$ cat src/rtl/dec_pkg.sv
package dec_pkg;

   // Fraction bits of the integer half-band kernels.
   function automatic int hb_frac_bits(input int ntap);
      return (ntap == 11) ? 9 : 5;
   endfunction

   // Half-band coefficient k of an ntap kernel, scaled by 2**hb_frac_bits.
   // Centre is one half, even non-zero offsets are zero, taps sum to one.
   function automatic int hb_coef(input int ntap, input int k);
      int d;
      d = k - (ntap - 1) / 2;
      if (d < 0) d = -d;
      if (ntap == 11) begin
         case (d)
            0: return 256;
            1: return 150;
            3: return -25;
            5: return 3;
            default: return 0;
         endcase
      end
      case (d)
         0: return 16;
         1: return 9;
         3: return -1;
         default: return 0;
      endcase
   endfunction

   // Register width of a comb-integrator stage fed by a +/-1 input.
   function automatic int cic_width(input int order, input int ratio);
      return 2 + order * $clog2(ratio);
   endfunction

endpackage

$ cat src/rtl/cic_decim.sv
module cic_decim #(
   parameter int ORDER = 3,
   parameter int RATIO = 16,
   parameter int W     = 14
) (
   input  logic                clk,
   input  logic                rst_n,
   input  logic                ce,
   input  logic                bit_in,
   output logic signed [W-1:0] dout,
   output logic                dout_vld
);
   localparam int PW = $clog2(RATIO);
   localparam int FW = $clog2(ORDER + 1);

   if ((1 << PW) != RATIO || RATIO < 2) begin : g_bad_ratio
      $error("cic_decim: RATIO must be a power of two of at least 2");
   end
   if (W < dec_pkg::cic_width(ORDER, RATIO)) begin : g_bad_width
      $error("cic_decim: W too small for the register growth");
   end
   if (ORDER < 1) begin : g_bad_order
      $error("cic_decim: ORDER must be at least 1");
   end

   logic signed [W-1:0] step;
   logic signed [W-1:0] acc_q  [ORDER];
   logic signed [W-1:0] acc_d  [ORDER];
   logic signed [W-1:0] dly_q  [ORDER];
   logic signed [W-1:0] diff   [ORDER+1];
   logic [PW-1:0]       ph_q;
   logic                stb_q;
   logic [FW-1:0]       fill_q;

   // bit 1 -> +1, bit 0 -> -1
   assign step = bit_in ? W'(1) : {W{1'b1}};

   // integrator chain, wrap-around arithmetic
   always_comb begin
      acc_d[0] = acc_q[0] + step;
      for (int i = 1; i < ORDER; i++) begin
         acc_d[i] = acc_q[i] + acc_d[i-1];
      end
   end

   // comb chain at the decimated rate
   always_comb begin
      diff[0] = acc_q[ORDER-1];
      for (int i = 0; i < ORDER; i++) begin
         diff[i+1] = diff[i] - dly_q[i];
      end
   end

   for (genvar g = 0; g < ORDER; g++) begin : g_stage
      logic signed [W-1:0] acc_r;
      logic signed [W-1:0] dly_r;
      always_ff @(posedge clk or negedge rst_n) begin
         if (!rst_n) begin
            acc_r <= '0;
            dly_r <= '0;
         end else begin
            if (ce)    acc_r <= acc_d[g];
            if (stb_q) dly_r <= diff[g];
         end
      end
      assign acc_q[g] = acc_r;
      assign dly_q[g] = dly_r;
   end

   always_ff @(posedge clk or negedge rst_n) begin
      if (!rst_n) begin
         ph_q  <= '0;
         stb_q <= 1'b0;
      end else begin
         stb_q <= ce && (ph_q == PW'(RATIO - 1));
         if (ce) ph_q <= ph_q + 1'b1;
      end
   end

   // first ORDER-1 outputs still see pre-reset history: withhold them
   always_ff @(posedge clk or negedge rst_n) begin
      if (!rst_n) begin
         dout     <= '0;
         dout_vld <= 1'b0;
         fill_q   <= '0;
      end else begin
         dout_vld <= 1'b0;
         if (stb_q) begin
            dout <= diff[ORDER];
            if (fill_q == FW'(ORDER - 1)) dout_vld <= 1'b1;
            else                          fill_q   <= fill_q + 1'b1;
         end
      end
   end

   p_stb_needs_ce_r8: assert property (@(posedge clk) disable iff (!rst_n)
      stb_q |-> $past(ce));
   p_out_needs_stb_r8: assert property (@(posedge clk) disable iff (!rst_n)
      dout_vld |-> $past(stb_q));
   p_stb_single_r3: assert property (@(posedge clk) disable iff (!rst_n)
      stb_q |=> !stb_q);

endmodule

$ cat src/rtl/hb_decim.sv
module hb_decim #(
   parameter int NTAP = 7,
   parameter int W    = 14
) (
   input  logic                clk,
   input  logic                rst_n,
   input  logic signed [W-1:0] din,
   input  logic                din_vld,
   output logic signed [W-1:0] dout,
   output logic                dout_vld
);
   localparam int FB = dec_pkg::hb_frac_bits(NTAP);
   localparam int AW = W + FB + 4;
   localparam int CW = $clog2(NTAP + 1);
   localparam logic signed [AW-1:0] HI = AW'((2 ** (W - 1)) - 1);
   localparam logic signed [AW-1:0] LO = -HI - AW'(1);

   if (NTAP != 7 && NTAP != 11) begin : g_bad_len
      $error("hb_decim: NTAP must be 7 or 11");
   end

   logic signed [W-1:0]  tap_q [NTAP];
   logic signed [AW-1:0] prod  [NTAP];
   logic signed [AW-1:0] acc;
   logic signed [AW-1:0] scl;
   logic signed [W-1:0]  sat;
   logic [CW-1:0]        cnt_q;
   logic                 ph_q;
   logic                 go_q;

   for (genvar k = 0; k < NTAP; k++) begin : g_tap
      localparam int C = dec_pkg::hb_coef(NTAP, k);
      logic signed [W-1:0] t_r;
      always_ff @(posedge clk or negedge rst_n) begin
         if (!rst_n)       t_r <= '0;
         else if (din_vld) t_r <= (k == 0) ? din : tap_q[(k == 0) ? 0 : k - 1];
      end
      assign tap_q[k] = t_r;
      if (C != 0) begin : g_mul
         assign prod[k] = AW'(t_r) * AW'(C);
      end else begin : g_zero
         assign prod[k] = '0;
      end
   end

   always_comb begin
      acc = '0;
      for (int k = 0; k < NTAP; k++) acc = acc + prod[k];
   end

   assign scl = acc >>> FB;
   assign sat = (scl > HI) ? HI[W-1:0] : (scl < LO) ? LO[W-1:0] : scl[W-1:0];

   // keep outputs on the 2nd, 4th, ... input once the window is full
   always_ff @(posedge clk or negedge rst_n) begin
      if (!rst_n) begin
         cnt_q <= '0;
         ph_q  <= 1'b0;
         go_q  <= 1'b0;
      end else begin
         go_q <= 1'b0;
         if (din_vld) begin
            ph_q <= ~ph_q;
            if (cnt_q != CW'(NTAP)) cnt_q <= cnt_q + 1'b1;
            go_q <= ph_q && (cnt_q >= CW'(NTAP - 1));
         end
      end
   end

   always_ff @(posedge clk or negedge rst_n) begin
      if (!rst_n) begin
         dout     <= '0;
         dout_vld <= 1'b0;
      end else begin
         dout_vld <= go_q;
         if (go_q) dout <= sat;
      end
   end

   p_out_after_fill_r4: assert property (@(posedge clk) disable iff (!rst_n)
      dout_vld |-> (cnt_q == CW'(NTAP)));
   p_out_single_r3: assert property (@(posedge clk) disable iff (!rst_n)
      dout_vld |=> !dout_vld);

endmodule

$ cat src/rtl/audio_decimator.sv
module audio_decimator #(
   parameter int CIC_ORDER  = 3,
   parameter int CIC_RATIO  = 16,
   parameter int HB_TAPS_A  = 7,
   parameter int HB_TAPS_B  = 7,
   parameter int HB_TAPS_C  = 11,
   parameter int OUT_W      = 16,
   parameter int GAIN_NUM   = 7,
   parameter int GAIN_SHIFT = 3
) (
   input  logic                    clk,
   input  logic                    rst_n,
   input  logic                    ce_128,
   input  logic                    bit_l,
   input  logic                    bit_r,
   output logic signed [OUT_W-1:0] pcm_l,
   output logic signed [OUT_W-1:0] pcm_r,
   output logic                    pcm_valid
);
   localparam int W   = dec_pkg::cic_width(CIC_ORDER, CIC_RATIO);
   localparam int NHB = 3;
   localparam int GW  = W + $clog2(GAIN_NUM + 1) + 1;
   localparam int HBT [NHB] = '{HB_TAPS_A, HB_TAPS_B, HB_TAPS_C};

   if (OUT_W < W) begin : g_bad_out
      $error("audio_decimator: OUT_W narrower than the filter path");
   end
   if (GAIN_NUM < 1 || GAIN_NUM >= (1 << (GAIN_SHIFT + 1))) begin : g_bad_gain
      $error("audio_decimator: GAIN_NUM out of range for GAIN_SHIFT");
   end

   logic                    in_bit [2];
   logic signed [W-1:0]     sd     [2][NHB+1];
   logic                    sv     [2][NHB+1];
   logic signed [OUT_W-1:0] pcm    [2];
   logic                    pv     [2];

   assign in_bit[0] = bit_l;
   assign in_bit[1] = bit_r;

   for (genvar ch = 0; ch < 2; ch++) begin : g_ch
      cic_decim #(.ORDER(CIC_ORDER), .RATIO(CIC_RATIO), .W(W)) u_cic (
         .clk      (clk),
         .rst_n    (rst_n),
         .ce       (ce_128),
         .bit_in   (in_bit[ch]),
         .dout     (sd[ch][0]),
         .dout_vld (sv[ch][0])
      );

      for (genvar s = 0; s < NHB; s++) begin : g_hb
         hb_decim #(.NTAP(HBT[s]), .W(W)) u_hb (
            .clk      (clk),
            .rst_n    (rst_n),
            .din      (sd[ch][s]),
            .din_vld  (sv[ch][s]),
            .dout     (sd[ch][s+1]),
            .dout_vld (sv[ch][s+1])
         );
      end

      logic signed [GW-1:0]    scaled;
      logic signed [OUT_W-1:0] q_r;
      logic                    v_r;

      assign scaled = (GW'(sd[ch][NHB]) * GW'(GAIN_NUM)) >>> GAIN_SHIFT;

      always_ff @(posedge clk or negedge rst_n) begin
         if (!rst_n) begin
            q_r <= '0;
            v_r <= 1'b0;
         end else begin
            v_r <= sv[ch][NHB];
            if (sv[ch][NHB]) q_r <= OUT_W'(scaled);
         end
      end

      assign pcm[ch] = q_r;
      assign pv[ch]  = v_r;
   end

   assign pcm_l     = pcm[0];
   assign pcm_r     = pcm[1];
   assign pcm_valid = pv[0];

   p_lockstep_r7: assert property (@(posedge clk) disable iff (!rst_n)
      pv[0] == pv[1]);
   p_strobe_one_clk_r3: assert property (@(posedge clk) disable iff (!rst_n)
      pcm_valid |=> !pcm_valid);
   p_hold_between_r10: assert property (@(posedge clk) disable iff (!rst_n)
      !pcm_valid |-> ($stable(pcm_l) && $stable(pcm_r)));

endmodule

$ cat config.mk
export PLATFORM = sky130hd
export DESIGN_NAME = audio_decimator
export DESIGN_NICKNAME = d
export VERILOG_FILES = /design/src/rtl/dec_pkg.sv /design/src/rtl/cic_decim.sv /design/src/rtl/hb_decim.sv /design/src/rtl/audio_decimator.sv
export SDC_FILE = /design/constraint.sdc
export NUM_CORES = 2
export LEC_CHECK = 0
export CORE_AREA = 2 2 441 443
export CTS_CLUSTER_SIZE = 8
export DETAILED_ROUTE_END_ITERATION = 7
export DIE_AREA = 0 0 443 445
export DONT_BUFFER_PORTS = 1
export PLACE_DENSITY = 0.61
export SETUP_SLACK_MARGIN = 0.05
export SLEW_MARGIN = 20
export SYNTH_ARGS = -nofsm -noshare
export SYNTH_HDL_FRONTEND = slang
export SYNTH_SLANG_ARGS = --single-unit
$ cat constraint.sdc
create_clock -name clk -period 11.15 [get_ports clk]
set_input_delay 2.23 -clock clk [delete_from_list [all_inputs] [get_ports clk]]
set_output_delay 2.23 -clock clk [all_outputs]
set_load 0.005 [all_outputs]
==> results.json <==
{
  "outcome": "finished clean",
  "cts_buffer_depth": 3,
  "critical_path_buf_inv_count": 2,
  "async_flop_share_pct": 100.0,
  "p_clk_share_pct": 20.0,
  "min_path_type": "register to register",
  "via_per_inst": 5.144,
  "drive_above_1_share_pct": 11.43,
  "drtPass1Iterations": 5,
  "diodes": 0,
  "hold_viol_final": 0,
  "htreeDepth": 4,
  "cp.arrival_ns": 10.35,
  "finalSetupTns_ns": 0,
  "p_leak_nw": 48.94,
  "hold_buffers": 0,
  "powerDensity_nw_per_um2": 233.2,
  "period_share_pct": 87.51,
  "cts_tree": "yes",
  "place_ws_ns": 1.419,
  "die_w_um": 443,
  "grt_start_max_net_pins": 213,
  "syn_area_per_cell_um2": 10.55,
  "intPower_w": 0.01286,
  "postCtsResizedCells": 0,
  "portBuffers": 0,
  "drtIter0Drc": 2416,
  "p_seq_share_pct": 20.9,
  "synth_seq_cells": 1065,
  "p_sw_share_pct": 40.95,
  "ant_nets": 0,
  "drc_errors": 0,
  "routedWlPerCell_um": 15.39,
  "final_max_slew_viol_count": 0,
  "fp-row-count": 161,
  "grt_pass1_wl_um": 284900,
  "fin_ws_ns": 1.393,
  "dp_hpwl_um": 126300,
  "fin_nets": 9952,
  "grt_usage_pct": 17.23,
  "grt_pass1_vias": 58010,
  "synth_area_um2": 86140,
  "core_um2": 192000,
  "critical-path-top-delay-family": "adder cells",
  "slowest_stage": "o41ai_1",
  "place_congestion": 0.8369,
  "cts_root_buf": "clkbuf_16",
  "path_clk_slew_ns": 0.05,
  "synth.distinct_cells": 80,
  "vdd_ir_drop_max_mv": 0.7476,
  "io_pins": 38,
  "numCtsBuffers": 155,
  "syn2layout_area_growth_pct": 8.461,
  "p_sw_w": 0.008921,
  "critical_path_class": "register to register",
  "routed_wl_um": 165400,
  "critPathMaxStageDelay_ns": 0.57,
  "synth_edf_count": 0,
  "worstPathRequired_ns": 11.75,
  "tightest_slew_ns": 1.054,
  "yosysWarnings": 0,
  "power.share.combinational_pct": 59.1,
  "insertion_delay_ns": 0.80,
  "dieArea_um2": 197100,
  "max_freq_mhz": 102.5,
  "relSlewSlack_pct": 29.75,
  "overflow": 0,
  "die_h_um": 445,
  "rsz0062_at_grt": "no",
  "setup_violations": 0,
  "fin_skew_ns": 0.05424,
  "syn-num-nets": 9938,
  "clock-sinks": 1065,
  "yosysSeqAreaShare_pct": 30.94,
  "cap_violations": 0,
  "crit_top_cell": "fa_1",
  "cts_setup_buffers": 0,
  "layout_min_cycle_time_ns": 9.757,
  "start_kind": "register",
  "antenna_found_initial": 0,
  "worstSetupEndpointType": "register",
  "synthCells": 8164,
  "yosys_most_used_dff": "dfrtp_1",
  "vias": 55260,
  "start_util_pct": 44.87,
  "crit_fanout": 13
}
-- placed cells by master, fill, tap and decap left out, types with 13 or more instances in the layout --
cell,count
a211o_1,21
a211oi_1,27
a21boi_0,18
a21o_1,99
a21oi_1,281
a221o_1,27
a31oi_1,21
and2_1,29
and3_1,32
clkbuf_1,13
clkbuf_16,156
dfrtp_1,1057
fa_1,676
ha_1,1093
inv_1,1413
mux2_2,680
mux2i_1,13
nand2_1,410
nand2b_1,44
nand3_1,90
nand4_1,17
nor2_1,369
nor2b_1,72
nor3_1,118
o211a_1,13
o211ai_1,31
o21a_1,47
o21ai_0,408
o21bai_1,69
o221ai_1,24
o22ai_1,14
o31a_1,19
o31ai_1,19
o41ai_1,26
or2_2,20
or3_1,44
xnor2_1,361
xor2_1,160
-- power groups by stage --
stage	Sequential (W)	Clock (W)	Combinational [W]
after CTS	0.00455	0.00453	0.0130
after floorplan	0.00454	0	0.0107
after global placement	0.00460	0	0.0127
after global routing	0.00459	0.00468	0.0146
after detailed placement	0.00461	0	0.0129
final	0.00454	0.00436	0.0129
-- Yosys cell counts (20+ instances only) --
master,number,area [um2]
nor2_1,369,1385
a211oi_1,27,202.7
o21bai_1,69,518.0
or2_2,20,125.1
a211o_1,21,183.9
fa_1,676,13530
o21a_1,47,352.8
nand2b_1,44,275.3
o211ai_1,31,232.7
o21ai_0,408,2042
o41ai_1,26,227.7
a21o_1,99,743.2
o221ai_1,24,210.2
xnor2_1,361,3162
nand3_1,90,450.4
ha_1,1093,13680
nand2_1,410,1539
a31oi_1,21,131.4
clkbuf_1,137,514.2
and2_1,29,181.4
dfrtp_1,1065,26650
xor2_1,160,1401
and3_1,32,200.2
nor2b_1,72,450.4
or3_1,44,275.3
nor3_1,118,590.6
a221o_1,27,270.3
a21oi_1,282,1411
inv_1,1413,5304
mux2_2,680,7657
-- stage by stage --
step                total power, W  cell area [um2]  util [%]  hold WS [ns]  cells
CTS                        0.02209            93320     48.61        0.4530  10740
detailed placement         0.01752            88910     46.31        0.4508  10540
global placement           0.01725            88910     46.31        0.4486  10540
global route               0.02390            93430     48.67        0.4702  10740
finish                     0.02178            93430     48.67        0.4555  10740
floorplan                  0.01522            86140         -        0.3519   8164
-- logic make-up (layout without fill, tap and decap cells) --
| kind of cell | after synthesis | after routing | share of synthesized area [%] |
|---|---|---|---|
| compound gates | 1259 | 1259 | 9.402 |
| simple gates | 1280 | 1280 | 6.825 |
| mux | 693 | 693 | 9.040 |
| flops | 1065 | 1065 | 30.94 |
| xor+xnor | 521 | 521 | 5.297 |
| buf+inv | 1577 | 1630 | 6.914 |
| fa+ha+maj | 1769 | 1769 | 31.59 |
-- area by class of cell --
| cell class | count | area, um2 |
|---|---|---|
| Clock buffer | 176 | 4049 |
| Clock inverter | 20 | 364.1 |
| Fill cell | 17460 | 98540 |
| Inverter | 1413 | 5304 |
| Multi-Input combinational cell | 5522 | 53540 |
| Sequential cell | 1065 | 26680 |
| Tap cell | 2526 | 3161 |
| Timing Repair Buffer | 21 | 337.8 |
-- path summary, 6_finish.rpt --
| kind | start | end | slack (ns) | depth (start not counted) |
|---|---|---|---|---|
| worst max-delay path | g_ch[1].g_hb[2].u_hb.g_tap[2].t_r[4] | g_ch[1].g_hb[2].u_hb.dout[12] | 1.39 | 30 |
| worst min-delay path | g_ch[1].g_hb[1].u_hb.ph_q | g_ch[1].g_hb[1].u_hb.ph_q | 0.46 | 1 |
| worst max register to register | g_ch[1].g_hb[2].u_hb.g_tap[2].t_r[4] | g_ch[1].g_hb[2].u_hb.dout[12] | 1.39 | 30 |
| worst min register to register | g_ch[1].g_hb[1].u_hb.ph_q | g_ch[1].g_hb[1].u_hb.ph_q | 0.46 | 1 |
| max in group asynchronous | rst_n | g_ch[1].g_hb[0].u_hb.g_tap[6].t_r[8] | 6.64 | 6 |
| min in group asynchronous | rst_n | g_ch[0].g_hb[2].u_hb.g_tap[7].t_r[7] | 1.15 | 0 |
-- layer usage --
layer	track usage, %	vias up	part of all wire, %	wire [um]
li1	-	27210	-	-
met1	23.40	27340	48	79020
met2	29.05	484	48	78640
met3	2.247	215	2.6	4245
met4	4.457	0	2.1	3460
met5	0	-	0	0
-- sequential cells by signal, summed over array words and instances, names as in the netlist --
name                      cells
pcm_valid                     1
g_ch.u_cic.dout_vld           2
g_ch.g_hb.u_hb.dout_vld       6
g_ch.g_hb.u_hb.cnt_q         20
g_ch.u_cic.stb_q              2
g_ch.g_hb.u_hb.dout          84
g_ch.g_hb.u_hb.g_tap.t_r    700
g_ch.g_hb.u_hb.ph_q           6
g_ch.u_cic.dout              28
g_ch.u_cic.fill_q             4
g_ch.g_hb.u_hb.go_q           6
pcm_r                        15
g_ch.u_cic.g_stage.acc_r     84
g_ch.u_cic.g_stage.dly_r     84
pcm_l                        15
g_ch.u_cic.ph_q               8
(Power assumes the default switching activity.)
